## src/rtl/buf_timer16.sv

```systemverilog
module buf_timer16 #(
  parameter int BW  = 8,
  parameter int PSW = 2
) (
  input  logic          clk,
  input  logic          rst_n,
  input  logic [1:0]    bus_addr,
  input  logic          bus_wr,
  input  logic          bus_rd,
  input  logic [BW-1:0] bus_wdata,
  output logic [BW-1:0] bus_rdata,
  input  logic          ext_clk_in,
  input  logic          evt_reset,
  output logic          irq
);
  localparam int CW  = 2 * BW;
  localparam int PCW = (1 << PSW) - 1;
  localparam logic [1:0] A_LO = 2'd0, A_HI = 2'd1, A_CTL = 2'd2, A_ST = 2'd3;

  logic [CW-1:0]  cnt;
  logic [BW-1:0]  hbuf;
  logic           wide, ext_sel, run;
  logic [PSW-1:0] psc_sel;
  logic [PCW-1:0] psc, psc_lim;
  logic           ovf_flag, ovf_ien;
  logic [1:0]     ext_sync;
  logic           ext_prev;
  logic [BW-1:0]  ctl_rd;

  wire wr_lo  = bus_wr && bus_addr == A_LO;
  wire wr_hi  = bus_wr && bus_addr == A_HI;
  wire wr_ctl = bus_wr && bus_addr == A_CTL;
  wire wr_st  = bus_wr && bus_addr == A_ST;
  wire rd_lo  = bus_rd && bus_addr == A_LO;

  wire ext_rise = ext_sync[1] && !ext_prev;
  wire tick     = run && (ext_sel ? ext_rise : 1'b1);
  assign psc_lim = PCW'((1 << psc_sel) - 1);
  wire step     = tick && psc == psc_lim;
  wire cnt_wr   = wr_lo || (wr_hi && !wide);
  wire wrap     = step && !cnt_wr && !evt_reset && (&cnt);

  always_ff @(posedge clk or negedge rst_n) begin
    if (!rst_n) begin
      ext_sync <= '0;
      ext_prev <= 1'b0;
    end else begin
      ext_sync <= {ext_sync[0], ext_clk_in};
      ext_prev <= ext_sync[1];
    end
  end

  always_ff @(posedge clk or negedge rst_n) begin
    if (!rst_n)       psc <= '0;
    else if (wr_lo)   psc <= '0;
    else if (tick)    psc <= step ? '0 : psc + PCW'(1);
  end

  always_ff @(posedge clk or negedge rst_n) begin
    if (!rst_n)                cnt <= '0;
    else if (wr_lo)            cnt <= {wide ? hbuf : cnt[CW-1:BW], bus_wdata};
    else if (wr_hi && !wide)   cnt <= {bus_wdata, cnt[BW-1:0]};
    else if (evt_reset)        cnt <= '0;
    else if (step)             cnt <= cnt + CW'(1);
  end

  always_ff @(posedge clk or negedge rst_n) begin
    if (!rst_n)               hbuf <= '0;
    else if (wide && wr_hi)   hbuf <= bus_wdata;
    else if (wide && rd_lo)   hbuf <= cnt[CW-1:BW];
  end

  always_ff @(posedge clk or negedge rst_n) begin
    if (!rst_n) begin
      wide    <= 1'b0;
      psc_sel <= '0;
      ext_sel <= 1'b0;
      run     <= 1'b0;
    end else if (wr_ctl) begin
      wide    <= bus_wdata[BW-1];
      psc_sel <= bus_wdata[4 +: PSW];
      ext_sel <= bus_wdata[1];
      run     <= bus_wdata[0];
    end
  end

  always_ff @(posedge clk or negedge rst_n) begin
    if (!rst_n) begin
      ovf_flag <= 1'b0;
      ovf_ien  <= 1'b0;
    end else begin
      if (wrap)       ovf_flag <= 1'b1;
      else if (wr_st) ovf_flag <= ovf_flag & bus_wdata[0];
      if (wr_st)      ovf_ien  <= bus_wdata[1];
    end
  end

  always_comb begin
    ctl_rd          = '0;
    ctl_rd[BW-1]    = wide;
    ctl_rd[4 +: PSW] = psc_sel;
    ctl_rd[1]       = ext_sel;
    ctl_rd[0]       = run;
  end

  always_comb begin
    bus_rdata = '0;
    case (bus_addr)
      A_LO:  bus_rdata = cnt[BW-1:0];
      A_HI:  bus_rdata = wide ? hbuf : cnt[CW-1:BW];
      A_CTL: bus_rdata = ctl_rd;
      A_ST:  bus_rdata = {{(BW-2){1'b0}}, ovf_ien, ovf_flag};
      default: bus_rdata = '0;
    endcase
  end

  assign irq = ovf_flag && ovf_ien;
endmodule

```

## config.mk

```make
export PLATFORM = sky130hd
export DESIGN_NAME = buf_timer16
export DESIGN_NICKNAME = d
export VERILOG_FILES = /design/src/rtl/buf_timer16.sv
export SDC_FILE = /design/constraint.sdc
export NUM_CORES = 1
export LEC_CHECK = 0
export BUFFER_PORTS_ARGS = -buffer_cell sky130_fd_sc_hd__buf_2
export CAP_MARGIN = 15
export CORE_UTILIZATION = 35
export CTS_CLUSTER_SIZE = 14
export DETAILED_ROUTE_END_ITERATION = 8
export PLACE_DENSITY = 0.49
export SYNTH_ARGS = -nofsm -noshare
export SYNTH_HDL_FRONTEND = slang
export SYNTH_SLANG_ARGS = --single-unit
```

## constraint.sdc

```tcl
create_clock -name clk -period 1.94 [get_ports clk]
set_input_delay 0.097 -clock clk [delete_from_list [all_inputs] [get_ports clk]]
set_output_delay 0.097 -clock clk [all_outputs]
set_load 0.01 [all_outputs]
```

==> impl_metrics.yaml, run 1 <==
global_routing:
  grt_max_degree: 21
  grt_antenna_before_repair: 0
  grt_pass1_wl_um: 12600
  grt_pass1_vias: 2304
  grt_usage_pct: 22.4
  grt.overflow.total: 0
floorplan:
  rows: 30
  ioPinCount: 25
  core_um2: 6870
  die_height_um: 86.7
  dieArea_um2: 7510
  initial_core_util_pct: 36.5
  die_w_um: 86.7
clock_network:
  cts_buffers: 5
  path_clk_slew_ns: 0.07
  cts_tree: "yes"
  worstSkewPairLatency_ns: 0.29
  cts_root_buf: "clkbuf_8"
  clock_path_buffers: 2
  h-tree-depth: 2
  cts.sinks: 37
logic_synthesis:
  postSynthCellCount: 286
  syn_area_um2: 2510
  synth.yosys.seq_area_share_pct: 36.9
  ys_seq_elements: 37
  yosysUniqueCellTypes: 63
  synth_warnings: 0
  syn_area_per_cell_um2: 8.78
  syn_nets: 304
  async_flop_share_pct: 100
  ys.flop_type: "dfrtp_1"
  synth_edf_count: 0
setup_path:
  crit_fanout: 6
  r2r_slack_ns: 0.13
  cp-end-kind: "output port"
  cp.arrival_ns: 1.78
  r2r-start: "cnt[1]$_DFFE_PN0P_"
  required_ns: 1.84
  cp-start-kind: "register"
  regToRegEndpoint: "cnt[12]$_DFFE_PN0P_"
  rr_worst_depth: 6
  worstSetupPathType: "reg -> out"
min_path:
  holdPathEnd: "hbuf[1]$_DFFE_PN0P_"
  min_path_type: "in -> reg"
  min_path_cells: 3
  hold_start: "bus_wdata[1]"
timing:
  hold_viol_final: 0
  setup_tns_ns: 0
  finalCriticalPeriod_ns: 1.87
  rsz0062_at_grt: "false"
  hold-worst-slack_ns: 0.0835
  timing.final.ws_setup_ns: 0.0657
  fin_crit_sh_pct: 96.6
  max_slew_margin_pct: 66.8
  fmax_mhz: 534
  final_max_slew_viol_count: 0
  fin_skew_ns: 0.00466
  tightest_slew_ns: 0.498
  finalSetupViolations: 0
drt:
  num_vias: 2409
  wire_per_inst_um: 18.4
  ant_nets: 0
  wl_um: 7780
  vias_per_cell: 5.71
  drt_first_pass_iters: 4
  first_iter_violations: 132
  post-route-drc-count: 0
placement:
  place_hpwl_um: 5780
  place_inst: 413
  gp_congestion: 0.872
  port-buffer-count: 24
  place_ws_ns: 0.131
final_layout:
  final_cell_mix: "36 x dfrtp_1, 31 x nand2_1, 25 x o21ai_0"
  nNetsFinal: 345
  stdcell_count: 422
  final_common_cell: "dfrtp_1"
  fill_cells: 720
  diodes: 0
  drive_gt1_share_pct: 23.9
  syn2layout_area_growth_pct: 17.9
power_and_ir_drop:
  cellPowerDensity_nw_per_um2: 881
  power_leakage_uw: 0.00125
  ir_worst_vdd_mv: 0.370
flow_run:
  drv_cap: 0
status:
  status: "completed"
[cell usage after synthesis (2+ instances only)]
master     count  area [um^2]
a211oi_1       3         22.5
a21oi_1       20          100
a21oi_2        2         17.5
a221oi_1       2         17.5
a31oi_1        2         12.5
a32o_1         3         30.0
a32oi_1        4         35.0
and2_1         2         12.5
and3_1         3         18.8
buf_2          9         45.0
buf_4          3         22.5
buf_6          2         22.5
clkbuf_1       3         11.3
dfrtp_1       37          926
ha_1           2         25.0
inv_1         12         45.0
mux2_2         5         56.3
mux2i_1       14          140
mux4_2         2         45.0
nand2_1       31          116
nand3_1       17         85.1
nand3b_1       2         15.0
nand4_1        4         25.0
nor2_1        21         78.8
nor2b_1        4         25.0
nor3_1         4         20.0
nor4_1         2         12.5
o21ai_0       25          125
o22ai_1        6         37.5
o2bb2ai_1      3         26.3
o31ai_1        3         22.5
or3b_1         2         17.5
xnor2_1        2         17.5
[area by class of cell]
type / count / area (um^2) / area share, %
multi-input cells: 220 / 1450 / 49.1
clock inverters: 1 / 5.00 / 0.169
flip-flops and latches: 37 / 927 / 31.3
inverters: 12 / 45.0 / 1.52
repair buffers: 51 / 340 / 11.5
well taps: 96 / 120 / 4.06
clock buffers: 5 / 68.8 / 2.33
[critical path: stages, from the launching register on]
cell	delay [ns]
dfrtp_2	0.36
buf_4	0.14
mux2_2	0.37
mux4_2	0.46
buf_2	0.16
[stage by stage]
step / utilization, % / cell area (um^2) / total power, uW
floorplan: - / 2510 / 1740
detailed placement: 41.5 / 2850 / 2080
global route: 43.1 / 2960 / 2790
CTS: 43.0 / 2950 / 2620
finish: 43.1 / 2960 / 2610
global placement: 41.5 / 2850 / 2090
[registers in the layout, indices dropped and copies added (netlist names)]
| signal | flops |
|---|---|
| cnt | 16 |
| ext_sync | 2 |
| run | 1 |
| hbuf | 8 |
| ovf_ien | 1 |
| psc | 3 |
| ovf_flag | 1 |
| ext_sel | 1 |
| wide | 1 |
| psc_sel | 2 |
| ext_prev | 1 |
[cells by family (layout without fill, tap and decap cells)]
logic type / Yosys count / after routing / share of synthesized area, %
AO/OA/AOI/OAI: 91 / 91 / 24.7
XOR/XNOR: 2 / 2 / 0.698
adder cells (fa/ha/maj): 2 / 2 / 0.997
buffers and inverters: 29 / 69 / 5.83
flip-flops: 37 / 37 / 36.9
multiplexers: 22 / 22 / 10.1
AND/OR/NAND/NOR: 103 / 103 / 20.8
[power by group]
group	internal, uW	total [uW]	switching, uW	leakage, uW
sequential	954	1140	182	0.000469
combinational	442	961	519	0.000736
clock	237	510	273	0.0000399
[worst max path at each step]
stage                           startpoint             endpoint  slack, ns  cells past startpoint
floorplan           psc_sel[1]$_DFFE_PN0P_  cnt[13]$_DFFE_PN0P_       0.37                      6
global placement        cnt[1]$_DFFE_PN0P_  cnt[12]$_DFFE_PN0P_       0.15                      6
detailed placement      cnt[0]$_DFFE_PN0P_  cnt[12]$_DFFE_PN0P_       0.13                      6
CTS                       wide$_DFFE_PN0P_         bus_rdata[0]       0.05                      4
global route              wide$_DFFE_PN0P_         bus_rdata[0]       0.01                      4
finish                    wide$_DFFE_PN0P_         bus_rdata[0]       0.07                      4
[routing by layer]
metal	vias to the layer above	share of wire, %	track usage (%)
li1	1145	-	-
met3	18	4.7	4.00
met4	0	2.8	8.33
met1	1159	49	31.8
met2	87	44	34.0
met5	-	0	0
[timing repair]
action / 4_1_cts / 5_1_grt
setup endpoints to repair: 2 / 6
setup buffers: 1 / 0
gates resized for setup: 1 / 3
hold endpoints to repair: 20 / 0
hold buffers: 2 / 0
(Power assumes the default switching activity.)
==> run 2: changes to the inputs <==
BUFFER_PORTS_ARGS = default   (was -buffer_cell sky130_fd_sc_hd__buf_2)
CORE_UTILIZATION = 38   (was 35)
DONT_BUFFER_PORTS = 1   (was default)
==> impl_metrics.yaml, run 2 (synthesized netlist as in run 1, its figures left out) <==
placement:
  place_inst: 369
  gp_congestion: 0.867
  placed_area_um2: 2680
  port-buffer-count: 0
  place_hpwl_um: 5560
global_routing:
  grt_antenna_before_repair: 0
  grt_pass1_wl_um: 12900
  grt_max_degree: 38
  grt_pass1_vias: 2329
  grt.met2_usage_pct: 37.5
  grt_use_met1_pct: 35.2
  busiest_layer: "met2"
  grt_usage_pct: 24.2
  grt.overflow.total: 0
  grt_use_met3_pct: 4.08
min_path:
  holdPathEnd: "cnt[5]$_DFFE_PN0P_"
  min_path_cells: 2
  hold_start: "evt_reset"
  min_path_type: "in -> reg"
timing:
  max_slew_margin_pct: 69.8
  finalCriticalPeriod_ns: 1.89
  fin_crit_sh_pct: 97.5
  final_max_slew_viol_count: 0
  finalSetupViolations: 0
  fmax_mhz: 528
  setup_tns_ns: 0
  tightest_slew_ns: 0.452
  hold_viol_final: 0
  rsz0062_at_grt: "false"
  fin_skew_ns: 0.00813
floorplan:
  die_w_um: 83.3
  die_height_um: 83.3
  rows: 29
  dieArea_um2: 6930
  ioPinCount: 25
  core_um2: 6350
  initial_core_util_pct: 39.5
setup_path:
  required_ns: 1.84
  worstSetupPathType: "reg -> out"
  rr_worst_depth: 6
  cp-end-kind: "output port"
  cp-start-kind: "register"
  r2r-start: "psc_sel[1]$_DFFE_PN0P_"
  cp.arrival_ns: 1.80
  crit_fanout: 6
  r2r_slack_ns: 0.13
  regToRegEndpoint: "cnt[13]$_DFFE_PN0P_"
clock_network:
  path_clk_slew_ns: 0.08
  worstSkewPairLatency_ns: 0.29
  post_cts_buffers: 0
  h-tree-depth: 2
  cts_tree: "yes"
  cts_buffers: 5
  cts.sinks: 37
  cts_root_buf: "clkbuf_8"
  clock_path_buffers: 2
final_layout:
  diodes: 0
  reg.largest.list: "cnt x16, hbuf x8, psc x3"
  fill_cells: 642
  final_cell_mix: "37 x dfrtp_1, 31 x nand2_1, 25 x o21ai_0"
  syn2layout_area_growth_pct: 15.2
  stdcell_count: 388
  top_register: "cnt"
  nNetsFinal: 328
  fin_area_um2: 2890
  largest_reg_flops: 16
  final_common_cell: "dfrtp_1"
  drive_gt1_share_pct: 16.4
power_and_ir_drop:
  cellPowerDensity_nw_per_um2: 899
  ir_worst_vdd_mv: 0.447
  power_leakage_uw: 0.00118
  report.power.total_uw: 2600
flow_run:
  drv_cap: 0
drt:
  first_iter_violations: 203
  ant_nets: 0
  wire_per_inst_um: 20.6
  vias_per_cell: 6.00
  drt_first_pass_iters: 5
  wl_um: 8000
  num_vias: 2329
  post-route-drc-count: 0
status:
  status: "completed"
[run 2: worst max-delay path: stages (launching register included)]
cell     delay (ns)
dfrtp_1        0.46
buf_4          0.19
mux2_2         0.36
mux4_2         0.50
[run 2: what timing repair did]
action | 4_1_cts | 5_1_grt
endpoints found under the setup margin | 0 | 1
gates resized for setup | 0 | 1
endpoints found under the hold margin | 49 | 0
hold buffers | 11 | 0
[run 2: metrics by stage]
stage          hold slack, ns  setup slack (ns)  util, %
3_3_place_gp           -0.198             0.163     42.3
5_1_grt               0.00477           0.00292     45.5
3_5_place_dp           -0.198             0.172     42.3
4_1_cts               0.00130            0.0302     45.5
2_1_floorplan          -0.199             0.374        -
6_report              0.00723            0.0475     45.5
[run 2: worst max-delay path by stage]
stage	start	cells past startpoint	to
finish	wide$_DFFE_PN0P_	3	bus_rdata[1]
global route	wide$_DFFE_PN0P_	3	bus_rdata[1]
CTS	wide$_DFFE_PN0P_	5	bus_rdata[6]
detailed placement	psc_sel[1]$_DFFE_PN0P_	6	cnt[13]$_DFFE_PN0P_
global placement	psc_sel[1]$_DFFE_PN0P_	6	cnt[13]$_DFFE_PN0P_
floorplan	psc_sel[1]$_DFFE_PN0P_	6	cnt[13]$_DFFE_PN0P_
[run 2: cell type report]
class	instances	area [um^2]	share of cell area, %
multi-input cells	220	1450	50.1
well taps	77	96.3	3.33
repair buffers	34	293	10.1
flip-flops and latches	37	926	32.0
clock buffers	6	72.6	2.51
clock inverters	2	10.0	0.346
inverters	12	45.0	1.56
[run 2: layer usage]
layer	routed length, um	part of all wire [%]
met5	0	0
met1	3830	48
met2	3670	46
met3	431	5.4
met4	70	0.87
[run 2: power breakdown]
group,internal (uW),switching (uW)
Clock,250,302
Combinational,422,477
Sequential,953,196
==> run 3: changes to the inputs <==
CORE_UTILIZATION = 45   (was 38)
PLACE_DENSITY = 0.57   (was 0.49)
==> impl_metrics.yaml, run 3 (synthesized netlist as in run 1, its figures left out) <==
global_routing:
  grt_max_degree: 38
  grt_antenna_before_repair: 0
  grt_pass1_wl_um: 12800
  grt_usage_pct: 28.2
  grt_pass1_vias: 2431
  grt.overflow.total: 0
drt:
  first_iter_violations: 162
  vias_per_cell: 6.24
  wire_per_inst_um: 19.6
  post-route-drc-count: 0
  wl_um: 7480
  ant_nets: 0
  drt_first_pass_iters: 5
  num_vias: 2383
timing:
  fmax_mhz: 537
  finalCriticalPeriod_ns: 1.86
  final_max_slew_viol_count: 0
  max_slew_margin_pct: 66.1
  fin_skew_ns: 0.00643
  tightest_slew_ns: 0.502
  fin_crit_sh_pct: 96.0
  hold_viol_final: 0
  finalSetupViolations: 0
final_layout:
  multi_input_area_um2: 1450
  drive_gt1_share_pct: 16.3
  diodes: 0
  nNetsFinal: 329
  syn2layout_area_growth_pct: 15.9
  fill_cells: 500
  layout.area.seq_um2: 927
  largest_reg_flops: 16
  fin_area_um2: 2910
  stdcell_count: 382
  final_common_cell: "dfrtp_1"
  reg.largest.list: "cnt x16, hbuf x8, psc x3"
  top_register: "cnt"
  final_cell_mix: "36 x dfrtp_1, 31 x nand2_1, 25 x o21ai_0"
setup_path:
  cp.arrival_ns: 1.77
  slowest_stage: "mux4_2"
  cp-start-kind: "register"
  critPathBufInv: 1
  cp_slowest_stage_delay_ns: 0.50
  crit_fanout: 8
  required_ns: 1.84
  worstSetupPathType: "reg -> out"
  path_cells: "buf_4 > mux2_2 > mux4_2"
  crit_family: "multiplexers"
  cp-end-kind: "output port"
power_and_ir_drop:
  ir_worst_vdd_mv: 0.405
  power_leakage_uw: 0.00118
  cellPowerDensity_nw_per_um2: 917
placement:
  place_inst: 361
  placed_area_um2: 2670
  place_hpwl_um: 5270
  gp_congestion: 0.930
  port-buffer-count: 0
floorplan:
  dieArea_um2: 5880
  initial_core_util_pct: 47.9
  die_height_um: 76.7
  core_um2: 5240
  ioPinCount: 25
  die_w_um: 76.7
  rows: 26
clock_network:
  cts_buffers: 5
  cts_tree: "yes"
  path_clk_slew_ns: 0.08
  cts.sinks: 37
  cts_root_buf: "clkbuf_8"
  h-tree-depth: 2
  clock_path_buffers: 2
  post_cts_buffers: 0
  worstSkewPairLatency_ns: 0.30
min_path:
  min_path_type: "in -> reg"
status:
  status: "completed"
flow_run:
  drv_cap: 0
[run 3: layout make-up]
class,instances,share of cell area [%]
multi-input cells,220,49.9
inverters,12,1.55
flip-flops and latches,37,31.9
well taps,70,3.01
clock buffers,5,2.37
clock inverters,3,0.774
repair buffers,35,10.5
[run 3: where the power goes]
group | switching [uW] | internal (uW)
Sequential | 165 | 954
Combinational | 522 | 448
Clock | 322 | 255
Total | 1010 | 1660
[run 3: timing repair]
action | in CTS | in global routing
hold buffers | 13 | 0
hold endpoints to repair | 50 | 0
setup endpoints to repair | 0 | 7
gates resized for setup | 0 | 2
[run 3: metal layers]
metal / vias to the layer above / part of all wire (%) / track usage, % / wire (um)
met5: - / 0 / 0 / 0
met4: 0 / 1.5 / 12.5 / 110
met3: 11 / 6.8 / 4.88 / 510
met2: 89 / 46 / 42.8 / 3450
met1: 1167 / 46 / 39.3 / 3410
li1: 1116 / - / - / -
[run 3: final timing paths]
path                                         from                    end  slack [ns]  cells after the start
hold / removal                          evt_reset     cnt[5]$_DFFE_PN0P_      0.0009                      2
setup / recovery                 wide$_DFFE_PN0P_           bus_rdata[0]        0.08                      3
min in group asynchronous                   rst_n     cnt[5]$_DFFE_PN0P_        0.27                      2
setup reg to reg           psc_sel[1]$_DFFE_PN0P_    cnt[15]$_DFFE_PN0P_        0.10                      5
max in group asynchronous                   rst_n       wide$_DFFE_PN0P_        1.47                      2
hold reg to reg             ext_sync[0]$_DFF_PN0_  ext_sync[1]$_DFF_PN0_        0.35                      0
[run 3: stage by stage]
step	setup TNS, ns	total power (uW)	util, %	setup slack (ns)	hold WS, ns
after global routing	-0.0465	2840	55.5	-0.0189	0.00403
after CTS	0	2650	55.4	0.0333	0.00233
after global placement	0	2020	50.9	0.100	-0.198
after floorplan	0	1740	-	0.374	-0.199
final	0	2670	55.5	0.0770	0.000895
after detailed placement	0	2030	50.9	0.119	-0.197
